[config.mk]
export PLATFORM = sky130hd
export DESIGN_NAME = dsp_mac_engine
export DESIGN_NICKNAME = d
export VERILOG_FILES = /design/src/rtl/mac_pkg.sv /design/src/rtl/mac_multiplier.sv /design/src/rtl/mac_shifter.sv /design/src/rtl/mac_saturator.sv /design/src/rtl/dsp_mac_engine.sv
export SDC_FILE = /design/constraint.sdc
export NUM_CORES = 1
export LEC_CHECK = 0
export BUFFER_PORTS_ARGS = -buffer_cell sky130_fd_sc_hd__buf_2
export CAP_MARGIN = 10
export CELL_PAD_IN_SITES_DETAIL_PLACEMENT = 1
export CELL_PAD_IN_SITES_GLOBAL_PLACEMENT = 1
export CORE_MARGIN = 1
export CORE_UTILIZATION = 30
export CTS_CLUSTER_DIAMETER = 30
export DETAILED_ROUTE_END_ITERATION = 12
export PLACE_DENSITY = 0.65
export SLEW_MARGIN = 20
export SYNTH_ARGS = -nofsm -noshare
export SYNTH_HDL_FRONTEND = slang
export SYNTH_SLANG_ARGS = --single-unit
[constraint.sdc]
create_clock -name clk -period 10.95 [get_ports clk]
set_input_delay 3.285 -clock clk [delete_from_list [all_inputs] [get_ports clk]]
set_output_delay 3.285 -clock clk [all_outputs]
set_load 0.02 [all_outputs]
[src/rtl/mac_pkg.sv]
package mac_pkg;
   typedef enum logic [2:0] {
      MAC_NOP = 3'd0,
      MAC_ADD = 3'd1,
      MAC_SUB = 3'd2,
      MAC_MPY = 3'd3,
      MAC_CLR = 3'd4,
      MAC_SHF = 3'd5
   } mac_op_e;
endpackage

[src/rtl/mac_multiplier.sv]
module mac_multiplier #(
   parameter int OP_W  = 16,
   parameter int EXT_W = 41
) (
   input  logic [OP_W-1:0]         a,
   input  logic [OP_W-1:0]         b,
   input  logic                    signed_mode,
   input  logic                    frac_mode,
   output logic signed [EXT_W-1:0] prod
);
   localparam int MW = OP_W + 1;
   localparam int PW = 2 * MW;
   localparam int FW = PW + 1;

   if (EXT_W < FW) begin : g_bad_width
      $error("mac_multiplier: EXT_W too narrow for the doubled product");
   end

   logic signed [MW-1:0] ax, bx;
   logic signed [PW-1:0] raw;
   logic signed [FW-1:0] aligned;

   always_comb begin
      ax      = {signed_mode & a[OP_W-1], a};
      bx      = {signed_mode & b[OP_W-1], b};
      raw     = ax * bx;
      aligned = frac_mode ? {raw, 1'b0} : {raw[PW-1], raw};
   end

   if (EXT_W > FW) begin : g_extend
      assign prod = {{(EXT_W-FW){aligned[FW-1]}}, aligned};
   end else begin : g_exact
      assign prod = aligned;
   end
endmodule

[src/rtl/mac_shifter.sv]
module mac_shifter #(
   parameter int EXT_W     = 41,
   parameter int SHAMT_W   = 6,
   parameter int SHIFT_MAX = 16
) (
   input  logic signed [EXT_W-1:0] din,
   input  logic [SHAMT_W-1:0]      amt,
   output logic signed [EXT_W-1:0] dout
);
   localparam int STAGES = $clog2(SHIFT_MAX + 1);

   if (SHIFT_MAX >= (1 << (SHAMT_W - 1)) || SHAMT_W <= STAGES) begin : g_bad_amt
      $error("mac_shifter: SHAMT_W cannot express +/-SHIFT_MAX");
   end

   logic               go_left;
   logic [SHAMT_W:0]   mag_raw;
   logic [STAGES-1:0]  mag;
   logic signed [EXT_W-1:0] stage [STAGES+1];

   always_comb begin
      go_left = ~amt[SHAMT_W-1];
      mag_raw = go_left ? {1'b0, amt} : ({1'b0, ~amt} + (SHAMT_W+1)'(1));
      mag     = (mag_raw > (SHAMT_W+1)'(SHIFT_MAX)) ? STAGES'(SHIFT_MAX)
                                                    : mag_raw[STAGES-1:0];
   end

   assign stage[0] = din;

   for (genvar k = 0; k < STAGES; k++) begin : g_stage
      assign stage[k+1] = !mag[k] ? stage[k]
                        : (go_left ? (stage[k] <<< (1 << k))
                                   : (stage[k] >>> (1 << k)));
   end

   assign dout = stage[STAGES];
endmodule

[src/rtl/mac_saturator.sv]
module mac_saturator #(
   parameter int ACC_W    = 40,
   parameter int EXT_W    = 41,
   parameter int PROD_TOP = 31
) (
   input  logic signed [EXT_W-1:0] res,
   input  logic                    sat_en,
   output logic [ACC_W-1:0]        val,
   output logic                    ovf,
   output logic                    sat_hit
);
   localparam int HI_W = ACC_W - PROD_TOP;
   localparam logic [ACC_W-1:0] POS_LIM = {{HI_W{1'b0}}, {PROD_TOP{1'b1}}};
   localparam logic [ACC_W-1:0] NEG_LIM = {{HI_W{1'b1}}, {PROD_TOP{1'b0}}};

   if (EXT_W != ACC_W + 1 || PROD_TOP >= ACC_W) begin : g_bad_cfg
      $error("mac_saturator: inconsistent widths");
   end

   logic [EXT_W-1-PROD_TOP:0] upper;

   always_comb begin
      upper   = res[EXT_W-1:PROD_TOP];
      ovf     = !((&upper) || !(|upper));
      sat_hit = sat_en && ovf;
      if (sat_hit) val = res[EXT_W-1] ? NEG_LIM : POS_LIM;
      else         val = res[ACC_W-1:0];
   end
endmodule

[src/rtl/dsp_mac_engine.sv]
module dsp_mac_engine #(
   parameter int OP_W      = 16,
   parameter int GUARD_W   = 8,
   parameter int SHAMT_W   = 6,
   parameter int SHIFT_MAX = 16
) (
   input  logic                   clk,
   input  logic                   rst_n,
   input  logic                   op_valid,
   input  logic [2:0]             op_code,
   input  logic                   acc_sel,
   input  logic [OP_W-1:0]        opa,
   input  logic [OP_W-1:0]        opb,
   input  logic                   signed_mode,
   input  logic                   frac_mode,
   input  logic                   sat_en,
   input  logic [SHAMT_W-1:0]     shift_amt,
   output logic [2*OP_W+GUARD_W-1:0] acc_a,
   output logic [2*OP_W+GUARD_W-1:0] acc_b,
   output logic                   ovf_a,
   output logic                   ovf_b,
   output logic                   ovf_any,
   output logic                   sat_a,
   output logic                   sat_b,
   output logic                   sat_any
);
   import mac_pkg::*;

   localparam int ACC_W    = 2*OP_W + GUARD_W;
   localparam int EXT_W    = ACC_W + 1;
   localparam int PROD_TOP = 2*OP_W - 1;
   localparam int NUM_ACC  = 2;

   if (GUARD_W < 2) begin : g_bad_guard
      $error("dsp_mac_engine: at least two guard bits are needed");
   end

   mac_op_e op;
   assign op = mac_op_e'(op_code);

   logic [ACC_W-1:0]        acc_q [NUM_ACC];
   logic                    ovf_q [NUM_ACC];
   logic                    sat_q [NUM_ACC];

   logic signed [EXT_W-1:0] cur_ext, prod, shifted, result;
   logic [ACC_W-1:0]        wr_val;
   logic                    wr_ovf, wr_sat, do_write, do_clear;

   assign cur_ext = {acc_q[acc_sel][ACC_W-1], acc_q[acc_sel]};

   mac_multiplier #(.OP_W(OP_W), .EXT_W(EXT_W)) u_mul (
      .a(opa), .b(opb), .signed_mode(signed_mode), .frac_mode(frac_mode),
      .prod(prod)
   );

   mac_shifter #(.EXT_W(EXT_W), .SHAMT_W(SHAMT_W), .SHIFT_MAX(SHIFT_MAX)) u_shf (
      .din(cur_ext), .amt(shift_amt), .dout(shifted)
   );

   always_comb begin
      do_write = 1'b0;
      do_clear = 1'b0;
      result   = prod;
      case (op)
         MAC_ADD: begin result = cur_ext + prod; do_write = op_valid; end
         MAC_SUB: begin result = cur_ext - prod; do_write = op_valid; end
         MAC_MPY: begin result = prod;           do_write = op_valid; end
         MAC_SHF: begin result = shifted;        do_write = op_valid; end
         MAC_CLR: do_clear = op_valid;
         default: ;
      endcase
   end

   mac_saturator #(.ACC_W(ACC_W), .EXT_W(EXT_W), .PROD_TOP(PROD_TOP)) u_sat (
      .res(result), .sat_en(sat_en), .val(wr_val), .ovf(wr_ovf), .sat_hit(wr_sat)
   );

   for (genvar i = 0; i < NUM_ACC; i++) begin : g_acc
      logic hit;
      assign hit = (acc_sel == 1'(i));
      always_ff @(posedge clk or negedge rst_n) begin
         if (!rst_n) begin
            acc_q[i] <= '0;
            ovf_q[i] <= 1'b0;
            sat_q[i] <= 1'b0;
         end else if (hit && do_clear) begin
            acc_q[i] <= '0;
            ovf_q[i] <= 1'b0;
            sat_q[i] <= 1'b0;
         end else if (hit && do_write) begin
            acc_q[i] <= wr_val;
            ovf_q[i] <= wr_ovf;
            if (wr_sat) sat_q[i] <= 1'b1;
         end
      end
   end

   assign acc_a   = acc_q[0];
   assign acc_b   = acc_q[1];
   assign ovf_a   = ovf_q[0];
   assign ovf_b   = ovf_q[1];
   assign sat_a   = sat_q[0];
   assign sat_b   = sat_q[1];
   assign ovf_any = ovf_q[0] | ovf_q[1];
   assign sat_any = sat_q[0] | sat_q[1];
endmodule

; ---- Word-level counts from Yosys, hierarchy flattened
; Index checks and enable logic that the tools add are counted.
[totals]
ff_bits = 84
inputBits = 48
out_inout_bits = 86
word_cells = 75
[op_classes]
add_sub_neg = 3
mul = 1
magnitude_cmp = 2
n_eq_ne = 5
n_mux = 34
bitwise = 7
n_reduce_logical = 17
[ops]
columns = op, count
row1 = $mux W40, 11
row2 = $mux W41, 8
row3 = $pmux W41 S3, 1
row4 = $add A40 B35 Y41, 1
row5 = $sub A40 B35 Y41, 1
row6 = $mul A17 B17 Y34, 1
row7 = $mux W34, 1
row8 = $mux W1, 11
row9 = $reduce_and A10 Y1, 1
row10 = $reduce_or A10 Y1, 1
row11 = $reduce_bool A2 Y1, 4
row12 = $add A6 B1 Y7 const B, 1
row13 = $gt A7 B5 Y1 const B, 1
row14 = $mux W7, 1
row15 = $eq A3 B2 Y1 const B, 2
row16 = $eq A3 B3 Y1 const B, 2
row17 = $not A6 Y6, 1
row18 = $logic_and A1 B1 Y1, 5
row19 = $mux W5, 1
row20 = $reduce_and A2 Y1, 2
row21 = $reduce_or A4 Y1, 1
row22 = $eq A3 B1 Y1 const B, 1
row23 = $and A1 B1 Y1, 2
row24 = $ge A2 B2 Y1 const B, 1
row25 = 5 further kinds, 7

; ---- Logic depth before layout (Yosys ltp)
; Gate-level depths: netlist (run 1).
[depth]
depth_word = 23
ltp_mapped = 47

; ---- Modules after synthesis
; From an unflattened synthesis (run 1), not the netlist that was laid out.
[unflattened]
cells_unflattened = 2995
hier_area_um2 = 24115.6
[modules_own_cells]
columns = mod, instances, cells_each, area_per_inst_um2, seq_area_each_um2
row1 = mac_multiplier, 1, 1257, 11362.1, 0.0
row2 = dsp_mac_engine, 1, 914, 7265.7, 2102.0
row3 = mac_shifter, 1, 756, 5003.5, 0.0
row4 = mac_saturator, 1, 68, 484.2, 0.0

; ---- Least setup slack after synthesis (run 1)
; Ideal clock, no wire load.
[synth_path]
kind = input to register
start = in opb[10]
end = reg acc_q, in the netlist acc_a[16]
arrival_ps = 12910
required_time_ps = 10863
path_slack_ps = -2047
cell_stages = 44
cell_sequence = clkbuf_1 > clkbuf_1 > nand2_1 > fa_1 > inv_1 > fa_1 > inv_1 > fa_1 > inv_1 > fa_1 > fa_1 > inv_1 > fa_1 > inv_1 > ha_1 > buf_2 > and4_1 > and2_1 > (+8 left out) > o21ai_0 > a22o_1 > ha_1 > and4_1 > and4_1 > or4b_1 > a211oi_1 > o31ai_1 > o21a_1 > o211ai_1 > or3_1 > o221a_1 > nand3_1 > o21bai_1 > buf_4 > or2_2 > buf_2 > o211ai_1
[synth_via]
elab_chain_len = 12
elab_cells_between_ends = 15
classes_between = add/sub (2) / mul (1) / mux (6) / reduce/logical (6)
[synth_lines]
columns = item, line
row1 = start: declaration, dsp_mac_engine.sv:13  ; input logic [OP_W-1:0] opb,
row2 = $mul A17 B17 Y34 *, mac_multiplier.sv:26  ; raw = ax * bx;
row3 = $mux W34, mac_multiplier.sv:27  ; aligned = frac_mode ? {raw, 1'b0} : {raw[PW-1], raw};
row4 = $sub A40 B35 Y41 or $add A40 B35 Y41 (tied branches), "dsp_mac_engine.sv:66, dsp_mac_engine.sv:65"
row5 = $pmux W41 S3 *, dsp_mac_engine.sv:64  ; case (op)
row6 = $reduce_or A10 Y1, mac_saturator.sv:24  ; ovf = !((&upper) || !(|upper));
row7 = $logic_not A1 Y1, mac_saturator.sv:24
row8 = $logic_or A1 B1 Y1, mac_saturator.sv:24
row9 = $logic_not A1 Y1, mac_saturator.sv:24
row10 = $logic_and A1 B1 Y1, mac_saturator.sv:25  ; sat_hit = sat_en && ovf;
row11 = $mux W40 *, mac_saturator.sv:26  ; if (sat_hit) val = res[EXT_W-1] ? NEG_LIM : POS_LIM;
row12 = $mux W40 *, dsp_mac_engine.sv:90  ; end else if (hit && do_write) begin
row13 = $mux W40 *, dsp_mac_engine.sv:86  ; end else if (hit && do_clear) begin
row14 = end signal: indexed assignment, dsp_mac_engine.sv:91  ; acc_q[i] <= wr_val;
row15 = end: declaration, dsp_mac_engine.sv:41  ; logic [ACC_W-1:0] acc_q [NUM_ACC];
; Mark *: on every way between the ends. The rest lies on a longest branch, timed or not. The select of a mux whose other input is x is not followed.
; A chain may end at the register's enable or synchronous reset.

; ---- Worst setup path after layout (run 1)
[layout_path]
start = in opb[15]
end = reg acc_q, in the netlist acc_b[28]
[layout_via]
elab_chain_len = 13
elab_cells_between_ends = 16
classes_between = add/sub (2) / mul (1) / mux (6) / bitwise (1) / reduce/logical (6)
[layout_lines]
columns = item, line
row1 = $and A1 B1 Y1, mac_multiplier.sv:25  ; bx = {signed_mode & b[OP_W-1], b};
row2 = $mul A17 B17 Y34 *, mac_multiplier.sv:26
row3 = $mux W34, mac_multiplier.sv:27
row4 = $sub A40 B35 Y41 or $add A40 B35 Y41 (tied branches), "dsp_mac_engine.sv:66, dsp_mac_engine.sv:65"
row5 = $pmux W41 S3 *, dsp_mac_engine.sv:64
row6 = $reduce_or A10 Y1, mac_saturator.sv:24
row7 = $logic_not A1 Y1, mac_saturator.sv:24
row8 = $logic_or A1 B1 Y1, mac_saturator.sv:24
row9 = $logic_not A1 Y1, mac_saturator.sv:24
row10 = $logic_and A1 B1 Y1, mac_saturator.sv:25
row11 = $mux W40 *, mac_saturator.sv:26
row12 = $mux W40 *, dsp_mac_engine.sv:90
row13 = $mux W40 *, dsp_mac_engine.sv:86
; Marks and branches as above.

==> results of run 1 <==
## synthesized netlist by cell type (57+ instances only)
cell type	count	area, um^2
nand2_1	410	1540
inv_1	327	1230
fa_1	297	5950
nor2_1	184	691
o21ai_0	157	786
and2_1	151	945
a21oi_1	148	741
clkbuf_1	135	507
ha_1	127	1590
o211ai_1	86	646
dfrtp_1	84	2100
o22ai_1	70	438
nor3_1	57	285
## per-stage QoR
| step | hold slack [ns] | cells | utilization [%] | worst slack [ns] |
|---|---|---|---|---|
| after floorplan | 0.615 | 3085 | - | -1.54 |
| after global placement | 0.502 | 4619 | 36.7 | -2.37 |
| after detailed placement | 0.501 | 4619 | 36.7 | -2.58 |
| after CTS | 0.518 | 4676 | 38.6 | -1.66 |
| after global routing | 0.559 | 4688 | 39.0 | -2.25 |
| final | 0.512 | 4688 | 39.0 | -1.89 |
## kinds of logic (layout without fill, tap and decap cells)
kind of cell | Yosys count | count (layout) | share of synthesized area (%)
AOI/OAI and AO/OA | 861 | 861 | 24.2
xor gates and xnor gates | 94 | 94 | 3.38
adders and majority gates | 424 | 424 | 30.4
buffers and inverters | 513 | 1046 | 8.28
DFF | 84 | 84 | 8.48
muxes | 97 | 97 | 5.58
and+or+nand+nor | 1012 | 1012 | 19.7
## worst max-delay path, delay by kind of cell
kind	cells	cell delay [ns]
AO/OA/AOI/OAI	13	2.33
buffers and inverters	8	1.15
adder cells (fa/ha/maj)	8	3.63
AND/OR/NAND/NOR	13	2.64
## final cells by class
cell class | count | area (um^2)
sequential | 84 | 2100
timing repair buffer | 703 | 5490
fill | 9877 | 50000
tap | 1070 | 1340
clock inverter | 5 | 53.8
multi-input combinational | 2488 | 21500
clock buffer | 10 | 229
inverter | 328 | 1230
## final timing paths
kind | start | to | slack (ns) | cells past startpoint
setup / recovery | opb[15] | acc_b[28]$_DFFE_PN0P_ | -1.89 | 42
hold / removal | acc_b[3]$_DFFE_PN0P_ | acc_b[3]$_DFFE_PN0P_ | 0.51 | 2
setup reg to reg | acc_a[0]$_DFFE_PN0P_ | acc_a[2]$_DFFE_PN0P_ | 5.50 | 21
hold reg to reg | acc_b[3]$_DFFE_PN0P_ | acc_b[3]$_DFFE_PN0P_ | 0.51 | 2
max in group asynchronous | rst_n | acc_b[3]$_DFFE_PN0P_ | 6.91 | 2
min in group asynchronous | rst_n | acc_b[34]$_DFFE_PN0P_ | 2.75 | 1
## repair_timing
| action | 4_1_cts | 5_1_grt |
|---|---|---|
| gates resized for setup | 216 | 50 |
| setup endpoints to repair | 84 | 84 |
| setup buffers | 38 | 12 |
| pin swaps | 86 | 25 |
| gates cloned | 6 | 4 |
| hold buffers | 0 | 0 |
## routing by layer
layer	track usage, %	wire (um)	vias to the layer above
met4	10.1	5110	2
li1	-	-	11900
met2	41.9	49800	998
met3	3.92	7390	264
met1	34.2	46600	13600
met5	0	11	-
## flip-flops by register name (all words and copies together), names as in the netlist
register  cells
acc_a        40
acc_b        40
ovf_a         1
ovf_b         1
sat_a         1
sat_b         1
==> flow_summary.ini, run 1 <==
[status]
status = finished, violations left
violations = setup timing

[global_route]
grt_pass1_wl_mm = 167
antenna_found_initial = 1
grt.overflow.total = 0
grt_max_degree = 70
grt_usage_pct = 25.8
grt_pass1_vias = 27800

[floorplanning]
rows = 105
io_pins = 134
dieHeight_um = 290
die_area_um2 = 83800
start_util_pct = 30.3
die_width_um = 290
core_area_um2 = 82000

[yosys]
seq_area_frac_synth_pct = 8.48
synthCells = 3085
yosysWarningCount = 0
synth_cell_types = 102
syn-num-nets = 3557
syn_area_um2 = 24800
ys_ff_latch = 84
syn_area_per_cell_um2 = 8.04
synth_edf_count = 0
async_reset_ff_share_pct = 100
synth_flop_cell = dfrtp_1

[placed_design]
dpl-instance-area_um2 = 30100
io_buffers = 133
hpwlAfterDp_mm = 85.9
gp_congestion = 1.00

[routing]
drc = 0
wl_per_cell_um = 23.2
vias = 26700
drt_pre_antenna_iters = 6
ant_nets = 0
routed_wl_mm = 109
viasPerCell = 5.69
first_iter_violations = 2217

[cts]
cts_buffers = 9
clock_latency_ns = 0.38
ctsLongestPathBuffers = 2
htree_num_levels = 3
cts_root_buffer = clkbuf_16
clk_pin_slew_ns = 0.06
cts_tree = yes
clkSinkCount = 84

[timing]
clock.fmax_mhz = 77.9
skew_ns = 0.00969
min_period_over_period_pct = 117
maxSlewViolCount = 0
finalHoldViolations = 0
fin_crit_ns = 12.84
fin_setup_tns_ns = -149.99
worst_slew_pin_slew_ns = 1.13
setup_slack_ns = -1.89
relSlewSlack_pct = 24.4
setup_viol = 84
rsz0062_at_grt = true

[critical_path]
crit_path_max_incr_delay_ns = 0.58
crit_required_ns = 11.20
cpMaxStageDelayCell = fa_1
cp_common_cell = fa_1
crit_path_max_fanout = 7
critPathLaunchType = input port
critPathKind = input port to flip-flop
worstSetupEndpointType = flip-flop
critPathArrivalTime_ns = 13.09

[layout]
final_nets = 4086
finalInstanceArea_um2 = 32000
area_growth_pct = 28.9
drive_above_1_share_pct = 27.9
final_common_cell = buf_4
final_cell_mix = buf_4 (534), nand2_1 (390), inv_1 (309), fa_1 (289), nor2_1 (178)
antenna_cells = 0

[job]
maxCapViolations = 0

[hold_path]
hold_path_class = flip-flop to flip-flop
Power of run 1 is not shown: default switching activity piles up to over one toggle a cycle in this logic, so the estimate is an artifact.
==> run 2, diff against run 1 <==
--- a/config.mk
+++ b/config.mk
@@ -13,6 +13,7 @@
 export CORE_UTILIZATION = 30
 export CTS_CLUSTER_DIAMETER = 30
 export DETAILED_ROUTE_END_ITERATION = 12
+export MAX_ROUTING_LAYER = met4
 export PLACE_DENSITY = 0.65
 export SLEW_MARGIN = 20
 export SYNTH_ARGS = -nofsm -noshare
==> flow_summary.ini, run 2 (synthesized netlist as in run 1, its figures left out) <==
[global_route]
grt_pass1_vias = 27700
grt_max_degree = 60
grt_usage_pct = 26.8
grt.overflow.total = 0
grt_pass1_wl_mm = 168
antenna_found_initial = 1

[routing]
drc = 0
ant_nets = 0
drt_pre_antenna_iters = 6
wl_per_cell_um = 23.3
first_iter_violations = 2123
vias = 26600
viasPerCell = 5.66
routed_wl_mm = 109

[cts]
htree_num_levels = 3
cts_buffers = 9
cts_hold_buf = 0
cts_tree = yes
clk_pin_slew_ns = 0.07
clkSinkCount = 84
ctsLongestPathBuffers = 2
cts_root_buffer = clkbuf_16
clock_latency_ns = 0.38

[critical_path]
crit_required_ns = 11.18
critPathLaunchType = input port
critPathArrivalTime_ns = 12.89
critPathKind = input port to flip-flop
worstSetupEndpointType = flip-flop
crit_family = adder cells
cpMaxStageDelayCell = fa_1
crit_path_max_incr_delay_ns = 0.54
crit_path_max_fanout = 9
path_buf_inv = 11
cp_common_cell = fa_1

[timing]
clock.fmax_mhz = 79.0
skew_ns = 0.0177
relSlewSlack_pct = 28.3
fin_crit_ns = 12.66
worst_slew_pin_slew_ns = 1.06
setup_viol = 84
maxSlewViolCount = 0
rsz0062_at_grt = true
finalHoldViolations = 0
holdWs_ns = 0.524
setup_slack_ns = -1.71
min_period_over_period_pct = 116

[layout]
instances_no_fill = 4695
finalInstanceArea_um2 = 32000
drive_above_1_share_pct = 27.8
final_nets = 4091
area_growth_pct = 28.9
final_cell_mix = buf_4 (537), nand2_1 (393), inv_1 (314), fa_1 (293), nor2_1 (178)
final_common_cell = buf_4

[placed_design]
hpwlAfterDp_mm = 86.8
io_buffers = 133
gp_congestion = 1.01
dp.cells = 4626
dpl-instance-area_um2 = 30100
pre_cts_slack_ns = -2.59

[hold_path]
hold_path_class = flip-flop to flip-flop

[floorplanning]
core_area_um2 = 82000
die_width_um = 290
rows = 105
start_util_pct = 30.3
io_pins = 134
dieHeight_um = 290
die_area_um2 = 83800

[status]
status = finished, violations left
violations = setup timing

[job]
maxCapViolations = 0
-- run 2: what timing repair did --
action / in CTS / in global routing
setup endpoints to repair: 84 / 84
endpoints found under the hold margin: 0 / 0
cloned: 7 / 1
setup buffers: 37 / 20
gates resized for setup: 165 / 92
pin swaps: 71 / 41
-- run 2: cell type report --
class | instances | area [um^2]
clock buffers | 9 | 225
multi-input cells | 2489 | 21500
repair buffers | 707 | 5500
well taps | 1070 | 1340
flip-flops and latches | 84 | 2100
inverters | 328 | 1230
diodes | 1 | 2.50
clock inverters | 7 | 52.6
fillers | 9937 | 50000
-- run 2: metrics by stage --
step	utilization [%]	TNS, ns
3_3_place_gp	36.8	-199.51
3_5_place_dp	36.8	-209.54
2_1_floorplan	-	-122.87
5_1_grt	39.0	-169.32
6_report	39.0	-136.18
4_1_cts	38.5	-135.44
-- run 2: tightest hold or removal path, delay by kind of cell (launching register included) --
| kind | cells | cell delay (ns) |
|---|---|---|
| and+or+nand+nor | 1 | 0.07 |
| AOI/OAI and AO/OA | 1 | 0.05 |
| DFF | 1 | 0.37 |
-- run 2: final timing paths --
kind | to | startpoint | slack, ns | cells past startpoint
setup / recovery | acc_b[1]$_DFFE_PN0P_ | opa[7] | -1.71 | 44
hold / removal | acc_b[39]$_DFFE_PN0P_ | acc_b[39]$_DFFE_PN0P_ | 0.52 | 2
setup reg to reg | acc_b[1]$_DFFE_PN0P_ | acc_b[4]$_DFFE_PN0P_ | 5.83 | 22
hold reg to reg | acc_b[39]$_DFFE_PN0P_ | acc_b[39]$_DFFE_PN0P_ | 0.52 | 2
max in group asynchronous | acc_a[13]$_DFFE_PN0P_ | rst_n | 6.94 | 2
min in group asynchronous | acc_b[32]$_DFFE_PN0P_ | rst_n | 2.86 | 1
-- run 2: routing by layer --
metal	share of wire [%]	global-route usage, %	wire length [um]	vias to the layer above
met5	0	-	0	-
met4	4.0	8.29	4350	0
met3	7.0	4.38	7650	228
met2	46	42.7	50600	964
met1	43	34.8	46900	13500
li1	-	-	-	11900
Power of run 2 is left out for the same reason.
==> run 3, diff against run 2 <==
--- a/config.mk
+++ b/config.mk
@@ -15,6 +15,7 @@
 export DETAILED_ROUTE_END_ITERATION = 12
 export MAX_ROUTING_LAYER = met4
 export PLACE_DENSITY = 0.65
+export RECOVER_POWER = 50
 export SLEW_MARGIN = 20
 export SYNTH_ARGS = -nofsm -noshare
 export SYNTH_HDL_FRONTEND = slang
==> flow_summary.ini, run 3 (synthesized netlist as in run 1, its figures left out) <==
[critical_path]
cpMaxStageDelayCell = fa_1
crit_path_max_incr_delay_ns = 0.54
critPathKind = input port to flip-flop
crit_path_max_fanout = 9
cp_common_cell = fa_1
crit_required_ns = 11.20
critPathLaunchType = input port
worstSetupEndpointType = flip-flop
critPathArrivalTime_ns = 12.91

[job]
maxCapViolations = 2

[placed_design]
hpwlAfterDp_mm = 86.8
pre_cts_slack_ns = -2.59
gp_congestion = 1.01
io_buffers = 133

[cts]
cts_hold_buf = 0
ctsLongestPathBuffers = 2
cts_tree = yes
htree_num_levels = 3
cts_root_buffer = clkbuf_16
clock_latency_ns = 0.38
clk_pin_slew_ns = 0.07
clkSinkCount = 84
cts_buffers = 9

[layout]
area_growth_pct = 28.8
final_common_cell = buf_4
drive_above_1_share_pct = 27.7
final_cell_mix = buf_4 (535), nand2_1 (393), inv_1 (314), fa_1 (293), nor2_1 (178)
final_nets = 4091

[global_route]
grt_pass1_vias = 27700
use_met3_pct = 4.38
grt.overflow.total = 0
grtUsageMet1_pct = 34.8
grt_max_degree = 60
grt_pass1_wl_mm = 168
grt_usage_pct = 26.8
use_met2_pct = 42.7
antenna_found_initial = 1
busiest_layer = met2

[status]
status = finished, violations left
violations = capacitance limit, slew limit, setup timing

[routing]
ant_nets = 0
drt_pre_antenna_iters = 6
viasPerCell = 5.67
routed_wl_mm = 110
drc = 0
vias = 26600
first_iter_violations = 2055
wl_per_cell_um = 23.3

[hold_path]
hold_path_class = flip-flop to flip-flop

[timing]
maxSlewViolCount = 87
relSlewSlack_pct = -117
setup_viol = 84
skew_ns = 0.0175
setup_slack_ns = -1.72
rsz0062_at_grt = true
min_period_over_period_pct = 116
clock.fmax_mhz = 78.9
worst_slew_pin_slew_ns = 3.26
fin_crit_ns = 12.67
finalHoldViolations = 0

[floorplanning]
rows = 105
dieHeight_um = 290
io_pins = 134
die_area_um2 = 83800
start_util_pct = 30.3
core_area_um2 = 82000
die_width_um = 290
run 3: cell count changes in the layout (fill, tap and decap cells not counted), sizes merged:
cell / before / now
buf: 707 / 704
clkbuf: 9 / 12
diode: 1 / 2
run 3: critical path, delay by kind of cell:
kind	cells	cell delay (ns)
multiplexers	1	0.18
AO/OA/AOI/OAI	13	2.18
buffers and inverters	11	1.33
adder cells (fa/ha/maj)	8	3.53
AND/OR/NAND/NOR	11	2.36
run 3: metal layers:
metal / up-vias / part of all wire (%)
met5: - / 0
met4: 0 / 4.0
met3: 225 / 6.8
met2: 937 / 46
met1: 13600 / 43
li1: 11900 / -
run 3: path summary, 6_finish.rpt:
path / slack [ns] / start / cells past startpoint / to
setup / recovery: -1.72 / opa[7] / 44 / acc_a[28]$_DFFE_PN0P_
hold / removal: 0.52 / acc_b[39]$_DFFE_PN0P_ / 2 / acc_b[39]$_DFFE_PN0P_
setup reg to reg: 5.80 / acc_a[0]$_DFFE_PN0P_ / 24 / acc_a[28]$_DFFE_PN0P_
hold reg to reg: 0.52 / acc_b[39]$_DFFE_PN0P_ / 2 / acc_b[39]$_DFFE_PN0P_
max in group asynchronous: 3.63 / rst_n / 2 / acc_a[1]$_DFFE_PN0P_
min in group asynchronous: 3.42 / rst_n / 1 / acc_b[32]$_DFFE_PN0P_
run 3: repair_timing:
item	CTS	global route
setup buffers	37	20
pin swaps	71	41
cloned	7	1
resized for setup	165	92
endpoints found under the setup margin	84	84
run 3: cell type report:
class | instances | area (um^2)
timing repair buffer | 707 | 5490
tap | 1070 | 1340
clock buffer | 9 | 225
antenna | 2 | 5.00
inverter | 328 | 1230
clock inverter | 7 | 52.6
multi-input combinational | 2489 | 21500
sequential | 84 | 2100
fill | 9938 | 50000
run 3: stage by stage:
step | utilization (%) | hold WS, ns | setup TNS [ns] | cell area [um^2] | instances
after floorplan | - | 0.615 | -122.87 | 25100 | 3085
final | 39.0 | 0.522 | -136.64 | 32000 | 4696
after global placement | 36.8 | 0.495 | -199.51 | 30100 | 4626
after global routing | 39.0 | 0.547 | -169.32 | 32000 | 4696
after detailed placement | 36.8 | 0.505 | -209.54 | 30100 | 4626
after CTS | 38.5 | 0.527 | -135.44 | 31600 | 4684
Power of run 3 is left out for the same reason.
